===== src/rtl/insn_len_pkg.sv =====
package insn_len_pkg;

    localparam int unsigned WORD_W  = 32;
    localparam int unsigned REMAP_W = 24;

    typedef enum logic [1:0] {
        ST_FIRST       = 2'd0,
        ST_WAIT_SUFFIX = 2'd1,
        ST_HOLD        = 2'd2
    } seq_state_e;

endpackage


===== src/rtl/prefix_detect.sv =====
module prefix_detect #(
    parameter int unsigned WORD_W    = 32,
    parameter int unsigned REMAP_W   = 24,
    parameter int unsigned OPC_W     = 6,
    parameter int unsigned MARK_W    = 2,
    parameter logic [OPC_W-1:0]  OPC_VAL  = 6'b000001,
    parameter logic [MARK_W-1:0] MARK_VAL = 2'b11
) (
    input  logic [WORD_W-1:0]  word,
    output logic               is_prefix,
    output logic [REMAP_W-1:0] remap
);
    localparam int unsigned OPC_LSB  = WORD_W - OPC_W;
    localparam int unsigned MARK_LSB = OPC_LSB - MARK_W;

    logic opc_hit;
    logic mark_hit;

    always_comb begin
        opc_hit   = (word[OPC_LSB +: OPC_W] == OPC_VAL);
        mark_hit  = (word[MARK_LSB +: MARK_W] == MARK_VAL);
        is_prefix = opc_hit && mark_hit;
        remap     = word[REMAP_W-1:0];
    end
endmodule


===== src/rtl/remap_hold.sv =====
module remap_hold #(
    parameter int unsigned REMAP_W = 24
) (
    input  logic               clk,
    input  logic               rst_n,
    input  logic               clr,
    input  logic               load,
    input  logic [REMAP_W-1:0] d,
    output logic [REMAP_W-1:0] q
);
    always_ff @(posedge clk or negedge rst_n) begin
        if (!rst_n) begin
            q <= '0;
        end else if (clr) begin
            q <= '0;
        end else if (load) begin
            q <= d;
        end
    end
endmodule


===== src/rtl/insn_len_seq.sv =====
module insn_len_seq
    import insn_len_pkg::*;
(
    input  logic               clk,
    input  logic               rst_n,
    input  logic               flush,
    input  logic               in_valid,
    output logic               in_ready,
    input  logic [WORD_W-1:0]  in_word,
    output logic               out_valid,
    input  logic               out_ready,
    output logic [WORD_W-1:0]  out_word,
    output logic [REMAP_W-1:0] out_remap,
    output logic               out_is_prefixed
);
    seq_state_e state_q, state_d;

    logic               word_is_prefix;
    logic [REMAP_W-1:0] word_remap;
    logic [REMAP_W-1:0] held_remap;
    logic               accept;
    logic               take_prefix;

    prefix_detect #(
        .WORD_W  (WORD_W),
        .REMAP_W (REMAP_W)
    ) u_detect (
        .word      (in_word),
        .is_prefix (word_is_prefix),
        .remap     (word_remap)
    );

    assign in_ready    = (state_q != ST_HOLD) && !flush;
    assign out_valid   = (state_q == ST_HOLD) && !flush;
    assign accept      = in_valid && in_ready;
    assign take_prefix = accept && (state_q == ST_FIRST) && word_is_prefix;

    remap_hold #(
        .REMAP_W (REMAP_W)
    ) u_hold (
        .clk   (clk),
        .rst_n (rst_n),
        .clr   (flush),
        .load  (take_prefix),
        .d     (word_remap),
        .q     (held_remap)
    );

    always_comb begin
        state_d = state_q;
        if (flush) begin
            state_d = ST_FIRST;
        end else begin
            unique case (state_q)
                ST_FIRST: begin
                    if (accept) state_d = word_is_prefix ? ST_WAIT_SUFFIX : ST_HOLD;
                end
                ST_WAIT_SUFFIX: begin
                    if (accept) state_d = ST_HOLD;
                end
                ST_HOLD: begin
                    if (out_ready) state_d = ST_FIRST;
                end
                default: state_d = ST_FIRST;
            endcase
        end
    end

    always_ff @(posedge clk or negedge rst_n) begin
        if (!rst_n) state_q <= ST_FIRST;
        else        state_q <= state_d;
    end

    always_ff @(posedge clk or negedge rst_n) begin
        if (!rst_n) begin
            out_word        <= '0;
            out_remap       <= '0;
            out_is_prefixed <= 1'b0;
        end else if (accept) begin
            unique case (state_q)
                ST_FIRST: begin
                    if (!word_is_prefix) begin
                        out_word        <= in_word;
                        out_remap       <= '0;
                        out_is_prefixed <= 1'b0;
                    end
                end
                ST_WAIT_SUFFIX: begin
                    out_word        <= in_word;
                    out_remap       <= held_remap;
                    out_is_prefixed <= 1'b1;
                end
                default: ;
            endcase
        end
    end

    a_r5_hold_stable: assert property (@(posedge clk) disable iff (!rst_n)
        (out_valid && !out_ready && !flush) |=> (out_valid || flush) && $stable(out_word)
            && $stable(out_remap) && $stable(out_is_prefixed));

    a_r5_no_input_while_held: assert property (@(posedge clk) disable iff (!rst_n)
        out_valid |-> !in_ready);

    a_r4_plain_zero_remap: assert property (@(posedge clk) disable iff (!rst_n)
        (out_valid && !out_is_prefixed) |-> (out_remap == '0));

    a_r6_release: assert property (@(posedge clk) disable iff (!rst_n)
        (out_valid && out_ready) |=> !out_valid);

    a_r8_flush_quiet: assert property (@(posedge clk) disable iff (!rst_n)
        flush |-> (!in_ready && !out_valid));

    a_r8_flush_restart: assert property (@(posedge clk) disable iff (!rst_n)
        flush |=> (flush || in_ready));

    a_r2_prefix_no_output: assert property (@(posedge clk) disable iff (!rst_n)
        (take_prefix && !flush) |=> (!out_valid && (flush || in_ready)));

endmodule


===== config.mk =====
export PLATFORM = sky130hd
export DESIGN_NAME = insn_len_seq
export DESIGN_NICKNAME = d
export VERILOG_FILES = /design/src/rtl/insn_len_pkg.sv /design/src/rtl/prefix_detect.sv /design/src/rtl/remap_hold.sv /design/src/rtl/insn_len_seq.sv
export SDC_FILE = /design/constraint.sdc
export NUM_CORES = 1
export LEC_CHECK = 0
export ABC_AREA = 1
export CAP_MARGIN = 20
export CORE_MARGIN = 2
export CORE_UTILIZATION = 50
export DETAILED_ROUTE_END_ITERATION = 10
export GPL_TIMING_DRIVEN = 0
export PLACE_DENSITY = 0.94
export REMOVE_ABC_BUFFERS = 1
export SLEW_MARGIN = 0
export SYNTH_ARGS = -nofsm -noshare
export SYNTH_HDL_FRONTEND = slang
export SYNTH_SLANG_ARGS = --single-unit
export TNS_END_PERCENT = 5

===== constraint.sdc =====
create_clock -name clk -period 3.55 [get_ports clk]
set_input_delay 1.065 -clock clk [delete_from_list [all_inputs] [get_ports clk]]
set_output_delay 1.065 -clock clk [all_outputs]
set_load 0.005 [all_outputs]

Word level (Yosys, flattened, before mapping):

Cells that the tools add are included.

* add/subtract/negate cells: 0
* multiply operators: 0
* div/mod/pow operators: 0
* order comparisons: 0
* equality and inequality tests: 9
* shifts and indexed selects: 0
* mux-type cells: 14
* bitwise logic cells: 0
* reductions and logical operators: 12

Operator list (number)
* $mux W24: 3
* $pmux W32 S2: 1
* $pmux W24 S2: 1
* $mux W32: 1
* $mux W2: 5
* $ne A3 B3 Y1 const B: 3
* $eq A6 B1 Y1 const B: 1
* $logic_and A1 B1 Y1: 6
* $pmux W2 S3: 1
* $reduce_and A3 Y1: 2
* $eq A2 B2 Y1 const B: 2
* $ne A2 B2 Y1 const B: 2
* $reduce_bool A2 Y1: 2
* $eq A2 B1 Y1 const B: 1
* $logic_not A2 Y1: 1
* $pmux W1 S2: 1
* $logic_not A1 Y1: 1
* $mux W1: 1

* register bits after elaboration: 83
* latch bits: 0
* bits in writable memories: 0
* bits in read-only memories: 0
* input bits: 37
* output and inout bits: 59
* memories: 0

Logic depth before layout (Yosys ltp):

* depth in word-level cells: 7
* mapped depth: 9
* mapped depth without buffers: 8

Modules after synthesis:

A second synthesis with hierarchy kept.

* cells, all modules: 464
* area total of the unflattened synthesis: 4020.1 µm²

Modules (own cells, without submodules)
* insn_len_seq: times used 1, cells each 326, area each 2796.4 µm²
* remap_hold: times used 1, cells each 105, area each 1007.2 µm²
* prefix_detect: times used 1, cells each 33, area each 216.5 µm²

Worst setup path before layout:

No wires, ideal clock.

* path type: input -> output
* from: in flush
* to: out in_ready
* data arrival time: 1293 ps
* data required time: 2485 ps
* setup slack: 1192 ps
* stages on the path: 3
* buffers on the path: 0
* cell sequence: inv_2 nand2_2 inv_1

* cells in the longest elaborated chain, start to end: 2

Ends and longest elaborated chain
* start, declared: line insn_len_seq.sv:6 `input logic flush,`
* $logic_not A1 Y1: line insn_len_seq.sv:33 `assign in_ready = (state_q != ST_HOLD) && !flush;`
* $logic_and A1 B1 Y1: line insn_len_seq.sv:33
* end, declared: line insn_len_seq.sv:8 `output logic in_ready,`

Every way passes these cells.

Final worst setup path:

Same ends and word-level chain as after synthesis.

==> results.md <==
Logic synthesis:
- Sorting the synthesized cells by area gives the leading types as dfrtp_1, nand2_1, nand3_1, buf_2, buf_4.
- The number of flip-flops and latches in the synthesized netlist is 83.
- The fraction of post-synthesis cell area in the top cell type by area is 62.3%.
- The sequential fraction of the synthesis area is 62.3%.
- The synthesized area per cell is 8.80 sq um.
- The count of yosys warnings during synthesis is 0.
- Yosys mapped the design onto 16 distinct sky130hd cell types.
- In this run the cell area of the synthesized design comes to 3340 sq um.
- Of all cell types, the one taking the most synthesized area is dfrtp_1.
- Counting every instance in the synthesized netlist gives 379.

STA:
- The total count of max-transition violations in the final report is 0.
- The setup violation total in the final timing report is 0.
- The number of failing hold endpoints at the final stage is 0.
- For the final database, setup skew stands at 10.5 ps.
- The final worst slack is 20.6 ps.
- The worst hold-check slack is 471 ps.
- The transition time at the pin with the least slew margin is 957 ps.
- In this run the tightest slew margin relative to its limit is 36.1%.
- Setup repair after global routing could not meet its margin everywhere.
- The ratio of final minimum period to clock period is 99.4%.
- Timing would allow up to 283 MHz.
- The clock period could shrink to 3530 ps.

Setup path:
- By startpoint and endpoint, the worst setup path is classified as in -> out.
- The most critical setup path has its startpoint at flush.
- The worst register-to-register path has a setup slack of 1200 ps.
- In this run the critical register-to-register path is launched from state_q[0].
- The worst register-to-register path ends at out_remap[12].
- Walking the worst path, the cells encountered are clkdlybuf4s50_1, inv_6, nand2_2, inv_1, clkdlybuf4s50_1.
- The largest stage delay on the critical path is 510 ps.
- Along the worst path, the maximum fanout reaches 26.
- The data arrival at the endpoint of the critical path is 2460 ps.
- Data on the critical path is required at its endpoint by 2480 ps.
- The cell class contributing the biggest share of worst-path delay is buffers and inverters.
- Counting buffers and inverters, the worst setup path is 5 cells deep.
- The worst setup path is launched from a primary input.
- STA classifies the critical path endpoint as a primary output.
- The cell at the slowest stage of the critical path is clkdlybuf4s50_1.
- The buffer and inverter count on the worst path is 4.
- Measured in cells, the most critical reg-to-reg path has a length of 7.
- Among the stages of the critical path, the cell type that occurs most often is clkdlybuf4s50_1.

Clock tree:
- The number of clock buffers added by TritonCTS is 9.
- The CTS tree is built.
- The cell at the root of the clock tree is clkbuf_8.
- The clock net in this run drives a total of 83 sinks.
- The clock latency reported for the late side of the worst-skew pair is 340 ps.
- The clock transition at the registers of the reported paths is 70 ps.
- CTS built an H-tree with a depth of 3.
- The buffer depth of the longest clock path is 2.
- After clock tree synthesis, the flow added hold-fix buffers numbering 0.

Status:
- The flow ran to the end, and the final reports show no timing, DRC or antenna violations.

Power and ir drop:
- In this run the static leakage power is 2.34 nW.
- The register share of total power is 50.9%.
- The total power after layout is 2.12 mW.
- Internal power comes to 1.60 mW.
- The worst-case vdd ir drop is 0.397 mV.
- In this run the power spent charging and discharging nets is 0.513 mW.
- Combinational logic burns 17.5% of the power.
- The switching part of the total power is 24.2%.
- In this run the power density over the cells is 471 nW/um^2.
- The clock power share is 31.6%.

Global route:
- The number of antenna violations at the first check in global routing came to 0.
- For this run the aggregate overflow at the end of global routing stands at 0.
- The first global-routing pass estimated 13200 microns of wire.
- The number of global-route vias before repair is 2758.
- Across every metal layer, demand over resource in global routing totals 23.0%.
- Entering global routing, the biggest net connects 59 pins.

Cells and area:
- In the final design database the tool counted 503 nets.
- The post-layout instance area is 4490 sq um.
- The proportion of layout cells with a drive suffix above 1 is 5.53%.
- The final antenna diode count is 0.
- The core occupancy in the finished layout is 70.4%.
- The layout overhead on the synthesized area is 34.7%.

Floorplanning:
- Once the floorplan was initialized, standard cells occupied 52.2% of the core.
- The die covers 7340 sq um.
- The floorplan core area is 6390 sq um.
- Pin placement for this block handled 96 I/O pins.
- The initialized floorplan defines 29 standard-cell rows.
- From left edge to right edge, the die measures 85.7 microns.
- The die is 85.7 microns tall.

Hold path:
- The worst hold path terminates at out_word[22].
- The worst hold path stage count is 2.
- In this run the worst hold path is classified as reg -> reg.
- The start point of the worst min-delay path is out_word[22].

Detailed routing:
- Across all layers, the routed design uses 2822 vias.
- The count of nets left with antenna violations once routing finished came out at 0.
- The final layout contains routed wiring with a total length of 7910 microns.
- The post-detailed-route via-to-cell ratio is 5.16.
- The number of detailed-route iterations in the first pass is 4.
- For this block, the initial DRC count from the detailed router was 151.
- In the routed design, unresolved DRC markers number 0.
- The average wire per cell in the routed design is 14.5 microns.

Place:
- The worst setup timing slack at the placement stage is -621 ps.
- The HPWL after detailed placement is 5150 microns.
- The placed standard-cell area is 4280 sq um.
- Buffers placed on the I/O ports in this run total 95.
- The placer's final routability congestion estimate is 0.735.

Run:
- The max capacitance violation total is 0.
cell usage in the layout (no fill, tap or decap):
master	count
buf_12	1
nand2_2	2
nor2_2	1
clkbuf_8	11
nand3_1	56
bufinv_16	1
inv_2	3
clkdlybuf4s50_1	94
inv_1	4
nand2_1	198
buf_4	1
nor2_4	2
and3_1	1
nand3_4	1
clkinv_2	1
inv_6	1
nand2_4	1
nor2_1	6
clkbuf_1	2
dfrtp_1	83
metal layers:
layer | GRT usage [%] | vias to the layer above | wire, microns | share of wire, %
met5 | 0 | - | 0 | 0
met4 | 7.65 | 0 | 61 | 0.77
met3 | 5.58 | 7 | 567 | 7.2
met2 | 39.4 | 117 | 4210 | 53
met1 | 28.8 | 1343 | 3070 | 39
li1 | - | 1355 | - | -
cell usage after synthesis:
| cell | number |
|---|---|
| nand3_1 | 56 |
| nor2_4 | 2 |
| dfrtp_1 | 83 |
| nand2_2 | 3 |
| nand2_1 | 198 |
| nor2_2 | 1 |
| buf_2 | 8 |
| and3_1 | 1 |
| buf_4 | 5 |
| buf_1 | 2 |
| nand3_2 | 1 |
| inv_2 | 4 |
| inv_1 | 4 |
| nor2_1 | 6 |
| buf_6 | 2 |
| clkbuf_1 | 3 |
power groups by stage:
stage               Combinational (mW)  Sequential [mW]  Clock [mW]
floorplan                       0.0954             1.10           0
global placement                 0.355             1.09           0
detailed placement               0.372             1.09           0
CTS                              0.376             1.08       0.684
global route                     0.410             1.09       0.724
finish                           0.370             1.08       0.669
tightest hold or removal path, stage by stage (launching register included):
cell and delay (ps):
dfrtp_1 340, nand2_1 50, nand2_1 50
final cells by class:
type	count	area, sq um
Timing Repair Buffer	96	968
Inverter	8	35.0
Sequential cell	83	2080
Clock buffer	13	159
Fill cell	492	1890
Tap cell	77	96.3
Clock inverter	2	35.0
Multi-Input combinational cell	268	1120
through the flow:
| step | TNS, ps | std cells |
|---|---|---|
| floorplan | 0 | 359 |
| global placement | -143920 | 531 |
| detailed placement | -40450 | 532 |
| CTS | 0 | 547 |
| global route | -46.5 | 547 |
| finish | 0 | 547 |
repair_timing:
| action | CTS | global route |
|---|---|---|
| buffers inserted | 0 | 0 |
| resized for setup | 3 | 1 |
| pin swaps | 0 | 0 |
| setup endpoints to repair | 60 | 25 |
sequential cells by signal, summed over array words and instances (netlist names):
register / cells
out_is_prefixed: 1
out_remap: 24
u_hold.q: 24
state_q: 2
out_word: 32
worst max-delay path by stage:
stage	slack [ps]	to
after detailed placement	-620	out_word[15]
final	20	in_ready
after global routing	-50	in_ready
after floorplan	770	out_is_prefixed
after global placement	-1330	out_word[16]
after CTS	0.4	in_ready
logic make-up after synthesis:
family / synth area share, %
buffers and inverters: 4.46
flip-flops: 62.3
AND/OR/NAND/NOR: 33.3
No activity file was read; power rests on OpenSTA's default activity.
